`config.mk`:
```
export PLATFORM = sky130hd
export DESIGN_NAME = dpll_cal_ctrl
export DESIGN_NICKNAME = d
export VERILOG_FILES = /design/src/rtl/dpll_cal_pkg.sv /design/src/rtl/dpll_cal_count.sv /design/src/rtl/dpll_win_calc.sv /design/src/rtl/dpll_cal_ctrl.sv
export SDC_FILE = /design/constraint.sdc
export NUM_CORES = 1
export LEC_CHECK = 0
export BUFFER_PORTS_ARGS = -buffer_cell sky130_fd_sc_hd__buf_2
export CAP_MARGIN = 0
export CORE_ASPECT_RATIO = 1.5
export CORE_MARGIN = 1.5
export CORE_UTILIZATION = 50
export DETAILED_ROUTE_END_ITERATION = 16
export GPL_ROUTABILITY_DRIVEN = 0
export HOLD_SLACK_MARGIN = 0.1
export MAX_ROUTING_LAYER = met4
export PLACE_DENSITY = 0.8
export REMOVE_ABC_BUFFERS = 1
export SETUP_SLACK_MARGIN = 0.1
export SYNTH_ARGS = -nofsm -noshare
export SYNTH_HDL_FRONTEND = slang
export SYNTH_SLANG_ARGS = --single-unit
export TNS_END_PERCENT = 1
```
`constraint.sdc`:
```
create_clock -name clk -period 2.2 [get_ports clk]
set_input_delay 0 -clock clk [delete_from_list [all_inputs] [get_ports clk]]
set_output_delay 0 -clock clk [all_outputs]
set_load 0.005 [all_outputs]
```
`src/rtl/dpll_cal_pkg.sv`:
```
package dpll_cal_pkg;

    typedef enum logic [2:0] {
        ST_IDLE,
        ST_SEEK,
        ST_HOLD,
        ST_DONE,
        ST_FAIL
    } cal_state_e;

endpackage

```
`src/rtl/dpll_cal_count.sv`:
```
// Saturation-free event counter that flags its final count value.
module dpll_cal_count #(
    parameter int LIMIT = 4
) (
    input  logic clk,
    input  logic rst_n,
    input  logic clr_i,
    input  logic inc_i,
    output logic last_o
);
    localparam int CW = (LIMIT > 1) ? $clog2(LIMIT) : 1;

    logic [CW-1:0] cnt_d, cnt_q;

    always_comb begin
        cnt_d = cnt_q;
        if (clr_i)
            cnt_d = '0;
        else if (inc_i)
            cnt_d = cnt_q + 1'b1;
    end

    always_ff @(posedge clk or negedge rst_n) begin
        if (!rst_n)
            cnt_q <= '0;
        else
            cnt_q <= cnt_d;
    end

    assign last_o = (cnt_q == CW'(LIMIT - 1));

endmodule

```
`src/rtl/dpll_win_calc.sv`:
```
// Derives the DPLL frequency window from the bus clock in MHz.
module dpll_win_calc #(
    parameter int FREQ_W  = 8,
    parameter int BOUND_W = 16
) (
    input  logic [FREQ_W-1:0]  mhz_i,
    output logic [BOUND_W-1:0] low_o,
    output logic [BOUND_W-1:0] high_o
);
    localparam int PW = FREQ_W + 7;

    logic [PW-1:0] prod;
    logic [PW-1:0] quot;

    always_comb begin
        prod   = PW'(mhz_i) * PW'(48);
        quot   = prod / PW'(66);
        low_o  = BOUND_W'(quot);
        high_o = BOUND_W'(quot) + BOUND_W'(2);
    end

endmodule

```
`src/rtl/dpll_cal_ctrl.sv`:
```
module dpll_cal_ctrl
    import dpll_cal_pkg::*;
#(
    parameter int FREQ_W     = 8,
    parameter int BOUND_W    = 16,
    parameter int SEEK_LIMIT = 20480,
    parameter int HOLD_LIMIT = 4096,
    parameter int MAX_TRIES  = 8
) (
    input  logic               clk,
    input  logic               rst_n,
    input  logic               start_i,
    input  logic [FREQ_W-1:0]  bus_mhz_i,
    input  logic               lock_i,
    input  logic               tick_i,
    output logic [BOUND_W-1:0] win_low_o,
    output logic [BOUND_W-1:0] win_high_o,
    output logic               tune_en_o,
    output logic               cal_done_o,
    output logic               cal_fail_o
);

    typedef struct packed {
        cal_state_e         state;
        logic [BOUND_W-1:0] low;
        logic [BOUND_W-1:0] high;
        logic               tune;
        logic               done;
        logic               fail;
    } ctrl_t;

    ctrl_t r_d, r_q;

    logic [BOUND_W-1:0] calc_low, calc_high;
    logic seek_clr, seek_inc, seek_last;
    logic hold_clr, hold_inc, hold_last;
    logic try_last;
    logic seek_miss, hold_drop, hold_ok, att_fail;

    dpll_win_calc #(.FREQ_W(FREQ_W), .BOUND_W(BOUND_W)) u_win (
        .mhz_i  (bus_mhz_i),
        .low_o  (calc_low),
        .high_o (calc_high)
    );

    // Event strobes of the current attempt
    always_comb begin
        seek_inc  = (r_q.state == ST_SEEK) && tick_i && !lock_i;
        hold_inc  = (r_q.state == ST_HOLD) && tick_i && lock_i;
        seek_miss = seek_inc && seek_last;
        hold_drop = (r_q.state == ST_HOLD) && tick_i && !lock_i;
        hold_ok   = hold_inc && hold_last;
        att_fail  = seek_miss || hold_drop;
        seek_clr  = start_i || (r_q.state != ST_SEEK) || seek_miss;
        hold_clr  = start_i || (r_q.state != ST_HOLD);
    end

    dpll_cal_count #(.LIMIT(SEEK_LIMIT)) u_seek (
        .clk    (clk),
        .rst_n  (rst_n),
        .clr_i  (seek_clr),
        .inc_i  (seek_inc),
        .last_o (seek_last)
    );

    dpll_cal_count #(.LIMIT(HOLD_LIMIT)) u_hold (
        .clk    (clk),
        .rst_n  (rst_n),
        .clr_i  (hold_clr),
        .inc_i  (hold_inc),
        .last_o (hold_last)
    );

    dpll_cal_count #(.LIMIT(MAX_TRIES)) u_try (
        .clk    (clk),
        .rst_n  (rst_n),
        .clr_i  (start_i),
        .inc_i  (att_fail),
        .last_o (try_last)
    );

    always_comb begin
        r_d = r_q;
        if (start_i) begin
            r_d.state = ST_SEEK;
            r_d.low   = calc_low;
            r_d.high  = calc_high;
            r_d.tune  = 1'b1;
            r_d.done  = 1'b0;
            r_d.fail  = 1'b0;
        end else begin
            case (r_q.state)
                ST_SEEK: begin
                    if (tick_i && lock_i)
                        r_d.state = ST_HOLD;
                end
                ST_HOLD: begin
                    if (hold_ok) begin
                        r_d.state = ST_DONE;
                        r_d.tune  = 1'b0;
                        r_d.done  = 1'b1;
                    end
                end
                default: ;
            endcase
            if (att_fail) begin
                r_d.tune = 1'b0;
                if (try_last) begin
                    r_d.state = ST_FAIL;
                    r_d.fail  = 1'b1;
                end else begin
                    r_d.state = ST_SEEK;
                end
            end
        end
    end

    always_ff @(posedge clk or negedge rst_n) begin
        if (!rst_n) begin
            r_q.state <= ST_IDLE;
            r_q.low   <= '0;
            r_q.high  <= '0;
            r_q.tune  <= 1'b0;
            r_q.done  <= 1'b0;
            r_q.fail  <= 1'b0;
        end else begin
            r_q <= r_d;
        end
    end

    assign win_low_o  = r_q.low;
    assign win_high_o = r_q.high;
    assign tune_en_o  = r_q.tune;
    assign cal_done_o = r_q.done;
    assign cal_fail_o = r_q.fail;

endmodule


```
==> results of run 1 <==
==> critical path, delay by kind of cell <==
kind / cells / cell delay (ps)
AO/OA/AOI/OAI: 10 / 2100
adder cells (fa/ha/maj): 3 / 700
multiplexers: 2 / 530
AND/OR/NAND/NOR: 11 / 2830
buffers and inverters: 7 / 890
==> state kept, by name, summed over array words and instances (netlist names) <==
name	cells
tune_en_o	1
u_try.cnt_q	3
cal_fail_o	1
cal_done_o	1
u_seek.cnt_q	15
r_q	3
u_hold.cnt_q	12
win_low_o	7
win_high_o	9
==> cells by family after synthesis <==
| logic type | after synthesis | share of synthesized area (%) |
|---|---|---|
| fa+ha+maj | 21 | 5.149 |
| other cells | 1 | 0.07145 |
| xor+xnor | 43 | 7.938 |
| mux | 20 | 4.720 |
| compound gates | 159 | 25.94 |
| simple gates | 236 | 23.82 |
| flops | 52 | 24.79 |
| buf+inv | 67 | 7.580 |
==> where the power goes <==
group	internal, W	switching (W)	leakage, nW
registers	0.00107	0.0000622	0.679
clock network	0.000413	0.000333	0.0657
logic	0.00301	0.00292	2.46
==> cell usage after synthesis (all sizes together), types with 6 or more instances <==
library cell / count
mux2i: 11
o21ai: 28
a211oi: 7
nand4: 10
or3: 17
a21o: 10
nor2: 62
clkbuf: 11
xnor2: 22
inv: 18
nor3: 15
and3: 9
o31ai: 6
xor2: 20
dfrtp: 52
nand2: 59
o21a: 7
buf: 38
nand3: 24
a21oi: 30
ha: 20
or2: 6
o211ai: 8
nand3b: 6
and2: 9
mux2: 9
==> per-stage QoR <==
step	power [W]	hold WS, ps	setup slack (ps)	cell area (um^2)
2_1_floorplan	0.004102	-295.6	-5418	4971
3_3_place_gp	0.006172	156.9	-5126	6659
3_5_place_dp	0.006354	174.1	-5379	6659
4_1_cts	0.007516	102.0	-4559	7116
5_1_grt	0.008276	135.7	-5046	7234
6_report	0.007809	106.8	-4722	7234
==> worst paths after layout <==
| path | to | cells after the start | from |
|---|---|---|---|
| max in group asynchronous | u_seek.cnt_q[2] | 3 | rst_n |
| min in group asynchronous | u_seek.cnt_q[9] | 2 | rst_n |
| setup / recovery | win_high_o[0] | 33 | bus_mhz_i[4] |
| hold / removal | u_hold.cnt_q[1] | 4 | lock_i |
| hold reg to reg | win_low_o[1] | 1 | win_low_o[1] |
| setup reg to reg | u_seek.cnt_q[13] | 11 | u_seek.cnt_q[8] |
==> repair_timing <==
action / 4_1_cts / 5_1_grt
pin swaps: 28 / 7
setup buffers: 12 / 0
hold endpoints to repair: 40 / 0
endpoints found under the setup margin: 24 / 25
resized for setup: 45 / 23
hold buffers: 2 / 0
==> per-layer routing <==
| metal | GRT usage (%) | wire, um |
|---|---|---|
| met3 | 3.592 | 649 |
| met4 | 21.25 | 1173 |
| met2 | 52.99 | 8545 |
| met1 | 28.63 | 5657 |
| met5 | - | 0 |
==> cell type report <==
cell class	count	share of cell area (%)
Clock inverter	2	0.1730
Inverter	18	0.9339
Multi-Input combinational cell	494	54.05
Sequential cell	52	17.99
Timing Repair Buffer	226	22.69
Clock buffer	5	1.730
Tap cell	141	2.439
==> flow_metrics.py, run 1 <==
metrics = {
    "layout": {
        "fin_nets": 831,
        "area_growth_pct": 37.83,
        "fin_cells": 938,
        "drive_above_1_share_pct": 42.91,
        "regArea_um2": 1301,
        "final_util_pct": 70.99,
        "multi_input_area_um2": 3910,
        "fillers": 678,
        "layout_commonest_cell": "buf_4",
        "layout_common_cells": "buf_4 (190), nand2_1 (57), nor2_1 (56)",
        "n_antenna_cell": 0,
    },
    "logic_synthesis": {
        "synth_top_area_share_pct": 24.79,
        "synth_edf_count": 0,
        "synth_top_area_cell": "dfrtp_1",
        "synth_seq_cells": 52,
        "synthTopCellsByArea": "dfrtp_1 (25%), ha_1 (4.8%), buf_4 (4.6%)",
        "ys_warn_count": 0,
        "synthArstFlopShare_pct": 100.0,
        "synth_ff_type": "dfrtp_1",
        "syn_inst": 599,
        "synth.cell_area_um2": 5249,
        "synth-seq-area-share_pct": 24.79,
        "synth_cell_types": 110,
        "synth.avg_cell_area_um2": 8.763,
    },
    "sta": {
        "tightest_slew_ps": 923.6,
        "hold_viol_final": 0,
        "maxSlewViolCount": 0,
        "max_freq_mhz": 144.5,
        "fin_crit_ps": 6922,
        "timing.final.crit_share_pct": 314.6,
        "setup_ws_ps": -4722,
        "fin_skew_ps": 9.547,
        "grt_setup_unrepaired": "true",
        "fin_setup_tns_ps": -52970,
        "finalSetupViolCount": 20,
        "slew_headroom_pct": 38.43,
    },
    "floorplanning": {
        "fp-row-count": 45,
        "die_x_um": 86.66,
        "dieHeight_um": 128.5,
        "core_area_um2": 10190,
        "die-area_um2": 11130,
        "initial_core_util_pct": 51.50,
        "ioPinCount": 48,
    },
    "global_route": {
        "grt-ovfl-total": 0,
        "grt.total_usage_pct": 29.48,
        "grt_max_degree": 42,
        "antenna_found_initial": 0,
        "grt_pass1_vias": 5811,
        "grt_pass1_wl_um": 25800,
    },
    "clock_network": {
        "cts.sink_count": 52,
        "tritoncts": "yes",
        "clock-root-buffer": "clkbuf_16",
        "numCtsBuffers": 5,
        "clk_pin_slew_ps": 70,
        "clockBufferDepth": 2,
        "worstSkewPairLatency_ps": 290,
        "htreeDepth": 2,
    },
    "routing": {
        "detail_route.iter0.violations": 420,
        "wl_per_cell_um": 17.08,
        "firstDrtPassIters": 5,
        "viasPerCell": 5.968,
        "drc": 0,
        "vias": 5598,
        "ant_nets": 0,
        "drt-total-wl_um": 16030,
    },
    "worst_setup_path": {
        "cp-start-kind": "input pin",
        "crit_arrival_ps": 7100,
        "critPathSlowestCell": "or4_1",
        "slowest_delay_ps": 480,
        "cp_max_fo": 5,
        "crit_type": "input pin to register",
        "r2r_setup_slack_ps": -230,
        "worstPathRequired_ps": 2380,
        "critPathCaptureType": "register",
    },
    "placement": {
        "hpwlAfterDp_um": 11550,
        "portBuffers": 32,
        "dp_cells": 917,
    },
    "hold_path": {
        "holdCritPathClass": "input pin to register",
    },
    "job": {
        "drv_cap": 0,
    },
    "power_and_ir_drop": {
        "power_leakage_nw": 3.204,
        "power_density_nw_per_um2": 1079,
        "ir_drop_uv": 496.3,
    },
    "run_status": {
        "status": "finished, violations left",
        "violations": "negative setup slack",
    },
}
Power figures use the tool's default switching activity.
==> run 2, diff against run 1 <==
Settings changed: CTS_BUF_LIST set to sky130_fd_sc_hd__clkbuf_2 sky130_fd_sc_hd__clkbuf_4 sky130_fd_sc_hd__clkbuf_8, MAX_ROUTING_LAYER met4 to unset.
==> run 2 against run 1 <==
The flow still finishes with violations (negative setup slack). Sequential share of layout area is 0.12 points lower. Critical path depth is 3 higher. Maximum frequency is 1.7% lower. Routed wire length is 0.11% higher. Utilization is 0.48 points higher. Via count is 0.20% higher. Worst setup slack worse by 120 ps. Sequential power hardly changed. Design area is 0.67% higher. Clock skew is 0.85 ps higher. Register-to-register slack better by 110 ps. Die area stayed put. Critical path type unchanged. Largest power group unchanged. Highest routed layer unchanged.
==> flow_metrics.py, run 2 (synthesis results as in run 1) <==
metrics = {
    "layout": {
        "layout_common_cells": "buf_4 (195), nor2_1 (58), nand2_1 (54)",
        "drive_above_1_share_pct": 44.03,
        "fin_nets": 838,
        "largest_reg_flops": 15,
        "layout_commonest_cell": "buf_4",
        "fillers": 662,
        "final_util_pct": 71.47,
        "largest-register": "u_seek.cnt_q",
        "n_antenna_cell": 0,
        "area_growth_pct": 38.76,
        "fin_cells": 945,
    },
    "routing": {
        "ant_nets": 0,
        "met1_length_um": 5620,
        "wl_met3_um": 640,
        "route.met2.wl_um": 8600,
        "viasPerCell": 5.935,
        "dr.max_layer_used": "met4",
        "vias": 5609,
        "drc": 0,
        "firstDrtPassIters": 6,
        "wl_per_cell_um": 16.98,
        "detail_route.iter0.violations": 429,
        "drt-total-wl_um": 16040,
    },
    "placement": {
        "dp_cells": 917,
        "hpwlAfterDp_um": 11550,
        "portBuffers": 32,
    },
    "clock_network": {
        "cts.sink_count": 52,
        "worstSkewPairLatency_ps": 310,
        "htreeDepth": 2,
        "numCtsBuffers": 5,
        "tritoncts": "yes",
        "clock-root-buffer": "clkbuf_8",
        "clockBufferDepth": 2,
        "clk_pin_slew_ps": 90,
    },
    "worst_setup_path": {
        "r2r-end": "u_seek.cnt_q[13]",
        "crit_arrival_ps": 7230,
        "critPathCaptureType": "register",
        "cp-start-kind": "input pin",
        "crit_type": "input pin to register",
        "worstPathRequired_ps": 2400,
        "crit_family": "compound AO/OA/AOI/OAI gates",
        "crit_buf_inv": 8,
        "slowest_delay_ps": 370,
        "cp_max_fo": 4,
        "r2r_setup_slack_ps": -120,
        "crit_cells": 36,
        "crit_top_cell": "buf_4",
        "r2r-start": "u_seek.cnt_q[8]",
        "r2r_cells": 11,
        "critPathSlowestCell": "or3_4",
    },
    "floorplanning": {
        "die_x_um": 86.66,
        "die-area_um2": 11130,
        "dieHeight_um": 128.5,
        "ioPinCount": 48,
        "fp-row-count": 45,
        "core_area_um2": 10190,
        "initial_core_util_pct": 51.50,
    },
    "global_route": {
        "antenna_found_initial": 0,
        "grt_pass1_wl_um": 25230,
        "grt.total_usage_pct": 27.93,
        "grt_max_degree": 42,
        "grt_pass1_vias": 5705,
        "grt-ovfl-total": 0,
    },
    "run_status": {
        "violations": "negative setup slack",
        "status": "finished, violations left",
    },
    "sta": {
        "finalSetupViolCount": 18,
        "fin_skew_ps": 10.40,
        "hold-worst-slack_ps": 216.4,
        "tightest_slew_ps": 913.2,
        "setup_ws_ps": -4839,
        "max_freq_mhz": 142.1,
        "maxSlewViolCount": 0,
        "fin_crit_ps": 7039,
        "hold_viol_final": 0,
        "slew_headroom_pct": 39.12,
        "grt_setup_unrepaired": "true",
        "timing.final.crit_share_pct": 320.0,
    },
    "hold_path": {
        "holdCritStartpoint": "lock_i",
        "holdCritPathClass": "input pin to register",
        "hold_depth": 5,
        "holdPathEnd": "r_q[36]",
    },
    "power_and_ir_drop": {
        "ir_drop_uv": 457.9,
        "power_leakage_nw": 3.218,
        "power_density_nw_per_um2": 1063,
    },
    "job": {
        "drv_cap": 0,
    },
}
run 2: changes by cell type in the layout (fill, tap and decap cells not counted), moves of 3 or more:
cell,change
clkbuf_8,+5
buf_4,+5
nand2_2,+3
nand2_1,-3
clkbuf_16,-5
run 2: cell type report:
type                            instances  area (um^2)  share of cell area, %
Clock buffer                            5        68.82                 0.9449
Clock inverter                          2        12.51                 0.1718
Inverter                               18        67.56                 0.9277
Multi-Input combinational cell        494         3956                  54.32
Sequential cell                        52         1301                  17.87
Tap cell                              141        176.4                  2.422
Timing Repair Buffer                  233         1700                  23.35
run 2: repair_timing:
action | 4_1_cts | 5_1_grt
endpoints found under the setup margin | 22 | 25
hold buffers | 3 | 0
setup buffers | 12 | 6
pin swaps | 28 | 19
gates resized for setup | 45 | 33
hold endpoints to repair | 40 | 0
run 2: worst max path at each step:
stage | endpoint | startpoint | slack [ps]
after detailed placement | win_high_o[0] | bus_mhz_i[0] | -5380
after floorplan | win_high_o[0] | bus_mhz_i[0] | -5420
final | win_high_o[0] | bus_mhz_i[5] | -4840
after global placement | win_high_o[0] | bus_mhz_i[0] | -5130
after global routing | win_high_o[0] | bus_mhz_i[6] | -5110
after CTS | win_high_o[0] | bus_mhz_i[2] | -4530
run 2: layer usage:
metal | track usage (%) | up-vias
met2 | 52.76 | 246
met4 | 19.83 | 0
li1 | - | 2561
met5 | 0 | -
met1 | 27.66 | 2693
met3 | 3.143 | 109
run 2: through the flow:
stage | total power, W | TNS, ps | instance area [um^2] | setup WS [ps]
floorplan | 0.004102 | -59170 | 4971 | -5418
global placement | 0.006172 | -57710 | 6659 | -5126
detailed placement | 0.006354 | -61330 | 6659 | -5379
CTS | 0.007286 | -50230 | 7069 | -4533
global route | 0.008198 | -57930 | 7283 | -5110
finish | 0.007738 | -53870 | 7283 | -4839
run 2: tightest hold or removal path, cell delays in order:
cell and delay (ps):
buf_2 110, nand2_1 110, nor2_1 50, a21oi_1 160, nor3_1 60
run 2: report_power, final:
part           leakage (nW)  switching [W]  internal (W)
sequential            0.679      0.0000595       0.00107
combinational          2.50        0.00299       0.00311
clock                0.0400       0.000304      0.000216
